<file path="config.mk">
export PLATFORM = sky130hd
export DESIGN_NAME = byte_port_if
export DESIGN_NICKNAME = d
export VERILOG_FILES = /design/src/rtl/byte_port_pkg.sv /design/src/rtl/inbox_reg.sv /design/src/rtl/outbox_reg.sv /design/src/rtl/irq_gen.sv /design/src/rtl/byte_port_if.sv
export SDC_FILE = /design/constraint.sdc
export NUM_CORES = 1
export LEC_CHECK = 0
export BUFFER_PORTS_ARGS = -buffer_cell sky130_fd_sc_hd__clkbuf_2
export CORE_AREA = 2 2 51 53
export DETAILED_ROUTE_END_ITERATION = 10
export DIE_AREA = 0 0 53 55
export HOLD_SLACK_MARGIN = 0.06
export MAX_ROUTING_LAYER = met4
export PLACE_DENSITY = 0.73
export SLEW_MARGIN = 20
export SYNTH_ARGS = -nofsm -noshare
export SYNTH_HDL_FRONTEND = slang
export SYNTH_SLANG_ARGS = --single-unit
</file>
<file path="constraint.sdc">
create_clock -name clk -period 1.6 [get_ports clk]
set_clock_uncertainty 0.05 [all_clocks]
set_input_delay 0.32 -clock clk [delete_from_list [all_inputs] [get_ports clk]]
set_output_delay 0.32 -clock clk [all_outputs]
set_load 0.02 [all_outputs]
</file>
<file path="src/rtl/byte_port_pkg.sv">
package byte_port_pkg;

  typedef enum logic [2:0] {
    CMD_NONE      = 3'd0,
    CMD_SKIP_IN   = 3'd1,
    CMD_SKIP_OUT  = 3'd2,
    CMD_READ_IN   = 3'd3,
    CMD_WRITE_OUT = 3'd4,
    CMD_IRQ_ON    = 3'd5,
    CMD_IRQ_OFF   = 3'd6,
    CMD_SPARE     = 3'd7
  } port_cmd_e;

endpackage

</file>
<file path="src/rtl/inbox_reg.sv">
module inbox_reg #(
  parameter int DATA_W = 8
) (
  input  logic              clk,
  input  logic              rst_n,
  input  logic              src_valid,
  input  logic [DATA_W-1:0] src_data,
  input  logic              take,
  output logic              full_o,
  output logic              ready_o,
  output logic [DATA_W-1:0] data_o
);

  logic              full_q, full_d;
  logic [DATA_W-1:0] data_q;
  logic              accept;

  assign accept = src_valid & ~full_q;

  always_comb begin
    full_d = full_q;
    if (take)   full_d = 1'b0;
    if (accept) full_d = 1'b1;
  end

  always_ff @(posedge clk or negedge rst_n) begin
    if (!rst_n) full_q <= 1'b0;
    else        full_q <= full_d;
  end

  always_ff @(posedge clk or negedge rst_n) begin
    if (!rst_n)      data_q <= '0;
    else if (accept) data_q <= src_data;
  end

  assign full_o  = full_q;
  assign ready_o = ~full_q;
  assign data_o  = data_q;

  AST_IN_ACCEPT_BLOCKS: assert property (@(posedge clk) disable iff (!rst_n)
    (src_valid && ready_o) |=> !ready_o);

  AST_IN_HELD: assert property (@(posedge clk) disable iff (!rst_n)
    (full_q && !take) |=> (full_q && $stable(data_o)));

  AST_IN_TAKE_FREES: assert property (@(posedge clk) disable iff (!rst_n)
    (take && !src_valid) |=> ready_o);

endmodule

</file>
<file path="src/rtl/outbox_reg.sv">
module outbox_reg #(
  parameter int DATA_W = 8
) (
  input  logic              clk,
  input  logic              rst_n,
  input  logic              load,
  input  logic [DATA_W-1:0] load_data,
  input  logic              sink_ready,
  output logic              empty_o,
  output logic              valid_o,
  output logic [DATA_W-1:0] data_o
);

  logic              empty_q, empty_d;
  logic [DATA_W-1:0] data_q;
  logic              load_ok, drain;

  assign load_ok = load & empty_q;
  assign drain   = ~empty_q & sink_ready;

  always_comb begin
    empty_d = empty_q;
    if (load_ok)    empty_d = 1'b0;
    else if (drain) empty_d = 1'b1;
  end

  always_ff @(posedge clk or negedge rst_n) begin
    if (!rst_n) empty_q <= 1'b1;
    else        empty_q <= empty_d;
  end

  always_ff @(posedge clk or negedge rst_n) begin
    if (!rst_n)       data_q <= '0;
    else if (load_ok) data_q <= load_data;
  end

  assign empty_o = empty_q;
  assign valid_o = ~empty_q;
  assign data_o  = data_q;

  AST_OUT_BUSY_IGNORED: assert property (@(posedge clk) disable iff (!rst_n)
    (load && valid_o) |=> $stable(data_o));

  AST_OUT_STALL_HOLD: assert property (@(posedge clk) disable iff (!rst_n)
    (valid_o && !sink_ready) |=> (valid_o && $stable(data_o)));

  AST_OUT_DONE_DROPS: assert property (@(posedge clk) disable iff (!rst_n)
    (valid_o && sink_ready) |=> !valid_o);

  AST_OUT_LOAD_SHOWS: assert property (@(posedge clk) disable iff (!rst_n)
    (load && !valid_o) |=> (valid_o && data_o == $past(load_data)));

endmodule

</file>
<file path="src/rtl/irq_gen.sv">
module irq_gen (
  input  logic clk,
  input  logic rst_n,
  input  logic en_set,
  input  logic en_clr,
  input  logic in_full,
  input  logic out_empty,
  output logic irq_o
);

  logic ien_q, ien_d;
  logic irq_q, irq_d;

  always_comb begin
    ien_d = ien_q;
    if (en_set)      ien_d = 1'b1;
    else if (en_clr) ien_d = 1'b0;
    irq_d = ien_q & (in_full | out_empty);
  end

  always_ff @(posedge clk or negedge rst_n) begin
    if (!rst_n) begin
      ien_q <= 1'b0;
      irq_q <= 1'b0;
    end else begin
      ien_q <= ien_d;
      irq_q <= irq_d;
    end
  end

  assign irq_o = irq_q;

  AST_IRQ_GATED: assert property (@(posedge clk) disable iff (!rst_n)
    !ien_q |=> !irq_o);

  AST_IRQ_FOLLOWS: assert property (@(posedge clk) disable iff (!rst_n)
    (ien_q && (in_full || out_empty)) |=> irq_o);

  AST_IRQ_QUIET: assert property (@(posedge clk) disable iff (!rst_n)
    (!in_full && !out_empty) |=> !irq_o);

endmodule

</file>
<file path="src/rtl/byte_port_if.sv">
module byte_port_if
  import byte_port_pkg::*;
#(
  parameter int DATA_W = 8,
  parameter int ACC_W  = 16
) (
  input  logic              clk,
  input  logic              rst_n,
  input  logic              cmd_valid,
  input  logic [2:0]        cmd_op,
  input  logic [ACC_W-1:0]  acc_i,
  output logic              skip_o,
  output logic [DATA_W-1:0] rd_data_o,
  input  logic              dev_in_valid,
  input  logic [DATA_W-1:0] dev_in_data,
  output logic              dev_in_ready,
  output logic              dev_out_valid,
  output logic [DATA_W-1:0] dev_out_data,
  input  logic              dev_out_ready,
  output logic              irq_o
);

  localparam int HI_W = ACC_W - DATA_W;

  port_cmd_e op;
  logic      do_skip_in, do_skip_out, do_read, do_write, do_ien_on, do_ien_off;
  logic      in_full, out_empty;
  logic [HI_W-1:0] unused_acc_hi;

  assign op            = port_cmd_e'(cmd_op);
  assign unused_acc_hi = acc_i[ACC_W-1:DATA_W];

  always_comb begin
    do_skip_in  = 1'b0;
    do_skip_out = 1'b0;
    do_read     = 1'b0;
    do_write    = 1'b0;
    do_ien_on   = 1'b0;
    do_ien_off  = 1'b0;
    if (cmd_valid) begin
      unique case (op)
        CMD_SKIP_IN:   do_skip_in  = 1'b1;
        CMD_SKIP_OUT:  do_skip_out = 1'b1;
        CMD_READ_IN:   do_read     = 1'b1;
        CMD_WRITE_OUT: do_write    = 1'b1;
        CMD_IRQ_ON:    do_ien_on   = 1'b1;
        CMD_IRQ_OFF:   do_ien_off  = 1'b1;
        default: ;
      endcase
    end
  end

  inbox_reg #(.DATA_W(DATA_W)) u_inbox (
    .clk       (clk),
    .rst_n     (rst_n),
    .src_valid (dev_in_valid),
    .src_data  (dev_in_data),
    .take      (do_read),
    .full_o    (in_full),
    .ready_o   (dev_in_ready),
    .data_o    (rd_data_o)
  );

  outbox_reg #(.DATA_W(DATA_W)) u_outbox (
    .clk        (clk),
    .rst_n      (rst_n),
    .load       (do_write),
    .load_data  (acc_i[DATA_W-1:0]),
    .sink_ready (dev_out_ready),
    .empty_o    (out_empty),
    .valid_o    (dev_out_valid),
    .data_o     (dev_out_data)
  );

  irq_gen u_irq (
    .clk       (clk),
    .rst_n     (rst_n),
    .en_set    (do_ien_on),
    .en_clr    (do_ien_off),
    .in_full   (in_full),
    .out_empty (out_empty),
    .irq_o     (irq_o)
  );

  assign skip_o = (do_skip_in & in_full) | (do_skip_out & out_empty);

  AST_SKIP_ONLY_ON_TEST: assert property (@(posedge clk) disable iff (!rst_n)
    skip_o |-> (cmd_valid && (op == CMD_SKIP_IN || op == CMD_SKIP_OUT)));

  AST_SKIPOUT_MATCHES_SINK: assert property (@(posedge clk) disable iff (!rst_n)
    (cmd_valid && op == CMD_SKIP_OUT) |-> (skip_o == !dev_out_valid));

  AST_SKIPIN_MATCHES_SRC: assert property (@(posedge clk) disable iff (!rst_n)
    (cmd_valid && op == CMD_SKIP_IN) |-> (skip_o == !dev_in_ready));

endmodule

</file>
## Yosys cells after proc, flatten, opt, wreduce, memory -nomap -nowiden

Index checks and enable logic that the tools add are counted.

| storage, ports and cells | value |
|---|---|
| register bits after elaboration | 20 |
| bits in latches | 0 |
| memory bits (writable) | 0 |
| ROM bits | 0 |
| input port bits | 32 |
| output and inout port bits | 20 |
| word-level logic and storage cells | 43 |
| memories kept | 0 |

| cells by class | value |
|---|---|
| $add $sub $neg | 0 |
| $mul | 0 |
| div/mod/pow operators | 0 |
| order comparisons | 0 |
| eq/ne operators | 6 |
| shift operators | 0 |
| muxes and demuxes | 18 |
| bitwise operators | 10 |
| reduce and logical (&&, ||, !) cells | 3 |

Operator list:

| kind | count |
|---|---|
| 2-to-1 mux 1 bit | 18 |
| == test 3 bit (second input constant) | 3 |
| AND 1 bit | 6 |
| == test 3 x 2 -> 1 bit (second input constant) | 2 |
| nonzero test 2 bit | 3 |
| == test 3 x 1 -> 1 bit (second input constant) | 1 |
| inverter 1 bit | 2 |
| OR 1 bit | 2 |

## Longest topological paths before layout

Gate-level depths: netlist of the first run.

| depth | value |
|---|---|
| depth in word-level cells | 5 |
| depth in mapped cells | 3 |
| gate-level depth less buffers | 3 |

## Cells and area by module

A second synthesis of the first run with hierarchy kept.

| second synthesis, totals | value |
|---|---|
| cell total of the unflattened synthesis | 56 |
| area, all modules | 839.6 um2 |

By module, submodules not included:

| module | times used | cells an instance | area each (um2) |
|---|---|---|---|
| inbox_reg | 1 | 21 | 374.1 |
| outbox_reg | 1 | 20 | 339.1 |
| irq_gen | 1 | 5 | 68.8 |
| byte_port_if | 1 | 10 | 57.6 |

## Least setup slack after synthesis of the first run

Ideal clock, no wire load.

| timing path | value |
|---|---|
| kind | register -> register |
| start | register u_outbox.empty_q, in the netlist u_outbox.empty_o |
| end | register u_outbox.data_q[0], in the netlist u_outbox.data_o[0] |
| setup time | 0.125 ns |
| arrival time | 1.484 ns |
| path slack | -0.059 ns |
| cell stages (with the launch flop) | 4 |
| buffers on the path | 0 |
| period minus slack after synthesis | 1.659 ns |
| path through | dfstp_2 inv_2 nor4_4 mux2_2 |

| on the way | value |
|---|---|
| cells in the longest elaborated chain, start to end | 1 |

RTL lines:

| item | line | source |
|---|---|---|
| start: declaration | outbox_reg.sv:14 | `logic empty_q, empty_d;` |
| start signal: assignment | outbox_reg.sv:29 | `else empty_q <= empty_d;` |
| AND 1 bit | outbox_reg.sv:18 | `assign load_ok = load & empty_q;` |
| end signal: assignment | outbox_reg.sv:34 | `else if (load_ok) data_q <= load_data;` |
| end: declaration | outbox_reg.sv:15 | `logic [DATA_W-1:0] data_q;` |

Every way passes these cells.
A chain may end at the register's enable or synchronous reset.

## Worst setup path in the final report of the first run

| timing path | value |
|---|---|
| start | register u_outbox.empty_q, in the netlist u_outbox.empty_o |
| end | output port skip_o |

| on the way | value |
|---|---|
| cells in the longest elaborated chain, start to end | 2 |

RTL lines:

| item | line | source |
|---|---|---|
| AND 1 bit | byte_port_if.sv:85 | `assign skip_o = (do_skip_in & in_full) \| (do_skip_out & out_empty);` |
| OR 1 bit | byte_port_if.sv:85 |  |
| end: declaration | byte_port_if.sv:12 | `output logic skip_o,` |

Every way passes these cells.

==> impl.org, run 1 <==
** Cells and area
- The finished cells cover 1164 um^2.
- The net count of the finished layout is 139.
- Layout cells sized above 1 :: 66.04%
- Utilization after layout :: 49.21%
- In the layout the commonest cells are sky130_fd_sc_hd__clkbuf_2, sky130_fd_sc_hd__dfrtp_1, sky130_fd_sc_hd__mux2_2.
- From synthesis to final layout, the design area changed by 45.09%.
- Counting the fill cells in the layout gives 244.
- The library cell used most frequently in the layout, excluding fill and tap cells, is sky130_fd_sc_hd__clkbuf_2.
- Inserted Diodes :: 0

** Global routing
- Maximum number of pins on one net before global-route repair :: 21
- The via count of the first global-routing pass was 534.
- Global-route wire length before repair :: 2.332 mm
- Global routing finished with a remaining overflow of 0.
- GRT Total Usage :: 12.01%
- The number of antenna violations at the first check in global routing came to 0.

** Routing
- In the routed layout, each cell is associated on average with a via count of 4.559.
- Router iterations before antenna repair :: 4
- Mean routed wirelength per cell :: 12.01 um
- Final wirelength :: 1.634 mm
- The routed layout has 620 vias.
- Highest metal layer used by the detailed router :: met4
- DRC errors left :: 0
- Detailed routing placed a total of 835 um of wire on met2.
- Number of design-rule violations left by the first detailed-router iteration :: 5
- The count of nets left with antenna violations once routing finished came out at 0.
- WL met3 :: 106 um
- Routed length on met1 :: 672 um

** Timing
- Relative max-transition margin :: 67.36%
- The final-report hold violation count is 0.
- Final WS setup :: -81.38 ps
- Final clock period utilization by the worst path :: 105.1%
- Subtracting the final worst setup slack from the clock period gives 1681 ps.
- Timing would allow up to 594.8 MHz.
- Setup repair after global routing could not meet its margin everywhere.
- Setup violations remaining at the end of the flow were counted as 1.
- Slew at the pin with the worst max-slew slack :: 489.7 ps
- After routing, the total negative slack on setup checks comes to -81.38 ps.
- The max-slew violation count was 0.

** Floorplan
- After floorplanning, the core was divided into 18 placement rows.
- Die span in y :: 55 um
- Measured along the x axis, the die boundary spans 53 um.
- In this run the count of I/O pins placed on the die edge is 52.
- Initial Util :: 33.92%
- After floorplanning, the core was sized to cover 2365 um^2.
- The floorplan step defined a die boundary enclosing 2915 um^2.

** Clock tree
- Largest buffer count on any clock path :: 2
- In this run the number of H-tree levels came out at 1.
- Clock latency on the worst-skew pair, taken at its later pin, is 290 ps.
- The clock drives 20 sinks.
- TritonCTS created 3 clock buffers.
- Clock Pin Slew Worst Setup and Hold Paths :: 100 ps
- TritonCTS clock tree :: done
- The root buffer cell chosen for the clock tree is sky130_fd_sc_hd__clkbuf_4.

** Synthesis
- Total of flip-flops plus latches after synthesis :: 20
- Count of unique library cells instantiated by Yosys :: 19
- Average cell area after synthesis :: 14.85 um^2
- Net Count, Synth :: 86
- Summing every instance area after synthesis gives 802.0 um^2.
- The biggest area contributor in the post-synthesis netlist is sky130_fd_sc_hd__dfrtp_1.
- Number of synthesis warnings :: 0
- Synthesis produced a netlist whose cell count is 54.
- Summed over its instances, the top area cell type makes up 59.28% of the synthesized netlist area.
- For this run, the register share of the synthesized area comes to 62.56%.
- Top cells by area, synth :: sky130_fd_sc_hd__dfrtp_1, sky130_fd_sc_hd__mux2_2, sky130_fd_sc_hd__dfstp_2

** Run status
- Violated checks :: negative setup slack
- The flow ran to the end, but the final reports show violations.

** Critical path
- Cell-by-cell listing of the critical path :: nand3b_1, o21ai_1, and3b_1, clkbuf_8
- The cell family contributing the most delay on the critical path is flip-flops.
- Tracing the worst setup path back leads to its startpoint at u_outbox.empty_o.
- The critical path in this run is classified as reg -> out.
- Data on the critical path is required at its endpoint by 1230 ps.
- The number of buffers and inverters on the critical path is 1.
- In this design, the stage delay of the slowest critical-path cell is 570 ps.
- In this run the worst path has a maximum fanout of 3.
- STA classifies the critical path endpoint as an output port.
- Data arrives at the worst endpoint at 1310 ps.
- Startpoint of the worst register-to-register path :: u_outbox.empty_o
- For this design, the slowest cell found on the critical path is sky130_fd_sc_hd__dfstp_2.
- The worst setup path is launched from a flop.

** Placement
- Once detailed placement completed, the half-perimeter wirelength came to 1.239 mm.
- Final weighted congestion of routability-driven global placement :: 0.5833
- I/O Buffers :: 43
- Summing all placed instances gives a cell area of 1074 um^2.

** Hold path
- Hold_sp :: dev_out_ready
- In this run the worst hold path is classified as in -> reg.

** Power and ir drop
- The analysis attributes to cell leakage a power of 0.5909 nW.
- For this design the ratio of total power to cell area is 1482 nW/um^2.
- IR analysis of the VDD net gives a maximum drop of 0.001134 V.

** Run
- Across the run, the number of max-cap violations was 0.
-- cell type report --
| type | instances | area (um^2) | share of cell area, % |
|---|---|---|---|
| clock buffers | 4 | 26.28 | 2.258 |
| inverters | 2 | 7.507 | 0.6452 |
| multi-input cells | 31 | 315.3 | 27.10 |
| flip-flops and latches | 20 | 501.7 | 43.12 |
| well taps | 30 | 37.54 | 3.226 |
| repair buffers | 49 | 275.3 | 23.66 |
-- per-layer routing --
layer  global-route usage, %  up-vias
met5                       -        -
met1                   13.61      297
met4                   7.692        0
li1                        -      296
met2                   18.96       25
met3                   3.226        2
-- cell usage after synthesis --
| library cell | instances |
|---|---|
| sky130_fd_sc_hd__dfrtp_1 | 19 |
| sky130_fd_sc_hd__mux2_2 | 16 |
| sky130_fd_sc_hd__nand2_1 | 2 |
| sky130_fd_sc_hd__nor2_1 | 2 |
| sky130_fd_sc_hd__a21o_1 | 1 |
| sky130_fd_sc_hd__a22o_1 | 1 |
| sky130_fd_sc_hd__and3b_1 | 1 |
| sky130_fd_sc_hd__clkbuf_1 | 1 |
| sky130_fd_sc_hd__dfstp_2 | 1 |
| sky130_fd_sc_hd__inv_1 | 1 |
| sky130_fd_sc_hd__inv_2 | 1 |
| sky130_fd_sc_hd__nand3_1 | 1 |
| sky130_fd_sc_hd__nand3b_1 | 1 |
| sky130_fd_sc_hd__nand4b_1 | 1 |
| sky130_fd_sc_hd__nor2b_1 | 1 |
| sky130_fd_sc_hd__nor4_4 | 1 |
| sky130_fd_sc_hd__o21a_1 | 1 |
| sky130_fd_sc_hd__o21ai_0 | 1 |
| sky130_fd_sc_hd__o21bai_1 | 1 |
-- report_power, final --
group | total (mW) | leakage [nW] | switching (mW) | internal, mW
clock | 0.240 | 0.0150 | 0.143 | 0.0968
combinational | 0.714 | 0.346 | 0.385 | 0.329
sequential | 0.770 | 0.230 | 0.0927 | 0.677
-- final timing paths --
| check | endpoint | slack [ps] | cells past startpoint |
|---|---|---|---|
| setup / recovery | skip_o | -80 | 4 |
| hold / removal | u_outbox.empty_o | 190 | 3 |
| setup reg to reg | u_outbox.data_o[6] | 30 | 5 |
| hold reg to reg | u_inbox.data_o[0] | 470 | 1 |
| max in group asynchronous | u_outbox.empty_o | 670 | 2 |
| min in group asynchronous | u_inbox.data_o[0] | 460 | 2 |
-- sequential cells by signal, indices dropped and copies added, names as in the netlist --
signal	count
u_outbox.empty_o	1
u_irq.irq_o	1
u_inbox.full_o	1
u_outbox.data_o	8
u_inbox.data_o	8
u_irq.ien_q	1
-- metrics by stage --
stage                     total power, mW  worst slack [ps]  std cells  hold slack (ps)
after CTS                           1.722            -107.1        135            174.6
after global placement              1.448             48.48        129            248.2
after detailed placement            1.471          -0.03997        129            257.5
final                               1.724            -81.38        136            189.0
after floorplan                     1.206             2.121         54           -25.59
after global routing                1.856            -160.3        136            165.8
-- kinds of logic after synthesis --
logic type / after synthesis / synth area share (%)
AO/OA/AOI/OAI: 5 / 4.525
multiplexers: 16 / 22.46
AND/OR/NAND/NOR: 10 / 9.050
flip-flops: 20 / 62.56
buffers and inverters: 3 / 1.403
-- tightest hold or removal path: stages --
cell and delay, ps:
sky130_fd_sc_hd__clkbuf_2 80, sky130_fd_sc_hd__nor2_1 80, sky130_fd_sc_hd__nor2_1 50
-- timing repair --
item | CTS | global route
hold endpoints to repair | 19 | 0
resized for setup | 4 | 7
pin swaps | 0 | 1
hold buffers | 1 | 0
setup buffers | 1 | 1
setup endpoints to repair | 7 | 8
No activity file was read; power rests on OpenSTA's default activity.
==> inputs of run 2 (changes only) <==
--- a/config.mk
+++ b/config.mk
@@ -12,6 +12,7 @@
 export HOLD_SLACK_MARGIN = 0.06
 export MAX_ROUTING_LAYER = met4
 export PLACE_DENSITY = 0.73
+export RECOVER_POWER = 100
 export SLEW_MARGIN = 20
 export SYNTH_ARGS = -nofsm -noshare
 export SYNTH_HDL_FRONTEND = slang
==> impl.org, run 2 (synthesized netlist as in run 1, its figures left out) <==
** Power and ir drop
- The fraction of power spent switching nets was 37.05% (was 35.99%).
- Max VDD drop :: 0.001079 V (was 0.001134 V)
- The sequential cell fraction of total power came to 45.9% (was 44.7%).
- Internal cell power :: 1.052 mW (was 1.104 mW)
- Power share of the clock group :: 14.3% (was 13.9%)
- Total power per unit cell area :: 1483 nW/um^2 (was 1482 nW/um^2)
- The fraction of power consumed by combinational cells came to 39.7% (was 41.4%).
- The static leakage was 0.5270 nW (was 0.5909 nW).
- The net switching power figure was 0.6195 mW (was 0.6204 mW).

** Timing
- The fraction of the cycle the final worst path needs was 105.0% (was 105.1%).
- The post-layout minimum cycle time is 1680 ps (was 1681 ps).
- TNS Setup :: -434.3 ps (was -81.38 ps)
- Maximum frequency from static timing analysis :: 595.1 MHz (was 594.8 MHz)
- Slew Viols, Final :: 0 (unchanged)
- Slew at the pin with the worst max-slew slack :: 488.7 ps (was 489.7 ps)
- Final WS setup :: -80.49 ps (was -81.38 ps)
- The relative max-transition margin was 67.42% (was 67.36%).
- The final-report hold violation count was 0 (unchanged).
- The number of setup violations in the final report was 7 (was 1).
- The final hold slack was 189.8 ps (was 189.0 ps).
- Unrepaired setup endpoints after global routing :: yes (unchanged)

** Routing
- Detailed-route via count :: 624 (was 620)
- The total wirelength of the detailed-routed design is 1.643 mm (was 1.634 mm).
- The number of iterations in the first detailed-routing pass was 4 (unchanged).
- Mean routed wirelength per cell :: 12.08 um (was 12.01 um)
- The post-route antenna net violation count came to 0 (unchanged).
- The number of DRC markers in iteration 0 was 2 (was 5).
- The via-per-instance ratio came to 4.588 (was 4.559).
- DRC errors left :: 0 (unchanged)

** Global routing
- The maximum number of pins on one net before global-route repair is 21 (unchanged).
- Initial antenna violation count :: 0 (unchanged)
- Number of global-route vias before repair :: 534 (unchanged)
- GRT Total Usage :: 12.01% (unchanged)
- Sum of overflow across all layers after global routing :: 0 (unchanged)
- Global-route wire length before repair :: 2.332 mm (unchanged)

** Floorplan
- Row cnt :: 18 (unchanged)
- The die boundary height was 55 um (unchanged).
- The effective utilization at floorplan is 33.92% (unchanged).
- The number of ports placed on the die boundary came to 52 (unchanged).
- The core outline area was 2365 um^2 (unchanged).
- The die area was 2915 um^2 (unchanged).
- The die span in x came to 53 um (unchanged).

** Cells and area
- The final core area utilization came to 47.67% (was 49.21%).
- # nets final :: 139 (unchanged)
- Layout cells sized above 1 :: 47.17% (was 66.04%)
- Commonest non-fill, non-tap cells in the layout: sky130_fd_sc_hd__clkbuf_2, sky130_fd_sc_hd__clkbuf_1, sky130_fd_sc_hd__dfrtp_1 (was sky130_fd_sc_hd__clkbuf_2, sky130_fd_sc_hd__dfrtp_1, sky130_fd_sc_hd__mux2_2).
- Inserted Diodes :: 0 (unchanged)
- The most common cell after layout, fill and taps aside was sky130_fd_sc_hd__clkbuf_2 (unchanged).
- Number of fill cells in the layout :: 253 (was 244)
- Growth of design area from synthesis to finish :: 40.56% (was 45.09%)
- The final non-filler cell total is 136 (unchanged).

** Critical path
- Top fanout value on the critical path :: 3 (unchanged)
- The required time at the worst-slack endpoint is 1230 ps (about the same).
- Endpoint kind of the worst setup timing path :: output port (unchanged)
- Signal arrival time at the worst endpoint :: 1310 ps (about the same)
- Cell-by-cell listing of the critical path :: nand3b_1, o21ai_1, and3b_1, clkbuf_8 (unchanged)
- The kind of critical path is reg -> out (unchanged).
- Slowest cell on crit path :: sky130_fd_sc_hd__dfstp_2 (unchanged)
- The worst path buffer plus inverter count came to 1 (unchanged).
- The worst-case register-to-register setup slack is -70 ps (was 30 ps).
- The type of element launching the critical path is a flop (unchanged).
- The delay of the slowest cell on the worst path was 570 ps (about the same).
- Gate family responsible for the most delay along the worst path :: flip-flops (unchanged)

** Clock tree
- The clock slew at the register clock pins of the worst setup and hold paths was 100 ps (about the same).
- The clock tree from TritonCTS is done (unchanged).
- Clock sink total :: 20 (unchanged)
- Root Driver :: sky130_fd_sc_hd__clkbuf_4 (unchanged)
- The maximum number of buffers from clock root to sink came to 2 (unchanged).
- Latest clock arrival within the worst-skew pair :: 290 ps (about the same)
- TritonCTS Buffers :: 3 (unchanged)
- The number of levels in the clock H-tree was 1 (unchanged).

** Placement
- Half-perimeter wire length of the detailed placement result :: 1.239 mm (unchanged)
- I/O Buffers :: 43 (unchanged)
- Worst setup slack before clock tree synthesis :: -0.03997 ps (unchanged)
- The placed instance count was 129 (unchanged).
- The final RePlAce weighted congestion came to 0.5833 (unchanged).

** Run
- # Max-Cap Violations :: 0 (unchanged)

** Run status
- Outcome :: complete, but fails checks (unchanged)
- Violated checks :: negative setup slack (unchanged)

** Hold path
- The worst min-delay path category is in -> reg (unchanged).
[run 2: cell count changes in the layout (fill, tap and decap cells not counted), sizes merged]
cell | previous run | this run
buf | 5 | 2
clkbuf | 47 | 50
[run 2: final cells by class]
cell class	count	area (um^2)	share of cell area (%)
flip-flops and latches	20	501.7	44.51
multi-input cells	31	315.3	27.97
repair buffers	49	239.0	21.20
well taps	30	37.54	3.330
clock buffers	4	26.28	2.331
inverters	2	7.507	0.6659
[run 2: through the flow]
stage / power [mW] / area [um^2]
after floorplan: 1.206 / 802.0
after global placement: 1.448 / 1074
after detailed placement: 1.471 / 1074
after CTS: 1.722 / 1130
after global routing: 1.803 / 1127
final: 1.672 / 1127
[run 2: per-layer routing]
metal  vias to the layer above  GRT usage (%)  share of wire [%]
li1                        298              -                  -
met1                       299          13.61                 41
met2                        25          18.96                 51
met3                         2          3.226                6.8
met4                         0          7.692                1.2
met5                         -              -                  0
[run 2: final timing paths]
kind | cells after the start | from | end
worst max-delay path | 4 | u_outbox.empty_o | skip_o
worst min-delay path | 3 | dev_out_ready | u_outbox.empty_o
worst max register to register | 5 | u_outbox.empty_o | u_outbox.data_o[6]
worst min register to register | 1 | u_outbox.data_o[3] | u_outbox.data_o[3]
max in group asynchronous | 2 | rst_n | u_outbox.empty_o
min in group asynchronous | 2 | rst_n | u_inbox.data_o[0]
[run 2: worst reg2reg max path, stage by stage (launching register included)]
cell	delay, ps
sky130_fd_sc_hd__dfstp_2	570
sky130_fd_sc_hd__buf_4	110
sky130_fd_sc_hd__inv_2	40
sky130_fd_sc_hd__nor4_4	160
sky130_fd_sc_hd__clkbuf_2	300
sky130_fd_sc_hd__mux2_4	330
[run 2: power by group through the flow]
stage	Clock, mW	Combinational (mW)	Sequential [mW]
3_3_place_gp	0	0.674	0.774
2_1_floorplan	0	0.234	0.972
5_1_grt	0.287	0.722	0.795
3_5_place_dp	0	0.687	0.784
6_report	0.240	0.664	0.768
4_1_cts	0.254	0.696	0.771
[run 2: repair_timing]
item	CTS	global route
pin swaps	0	1
hold endpoints to repair	19	0
hold buffers	1	0
setup endpoints to repair	7	8
buffers inserted	1	1
gates resized for setup	4	7
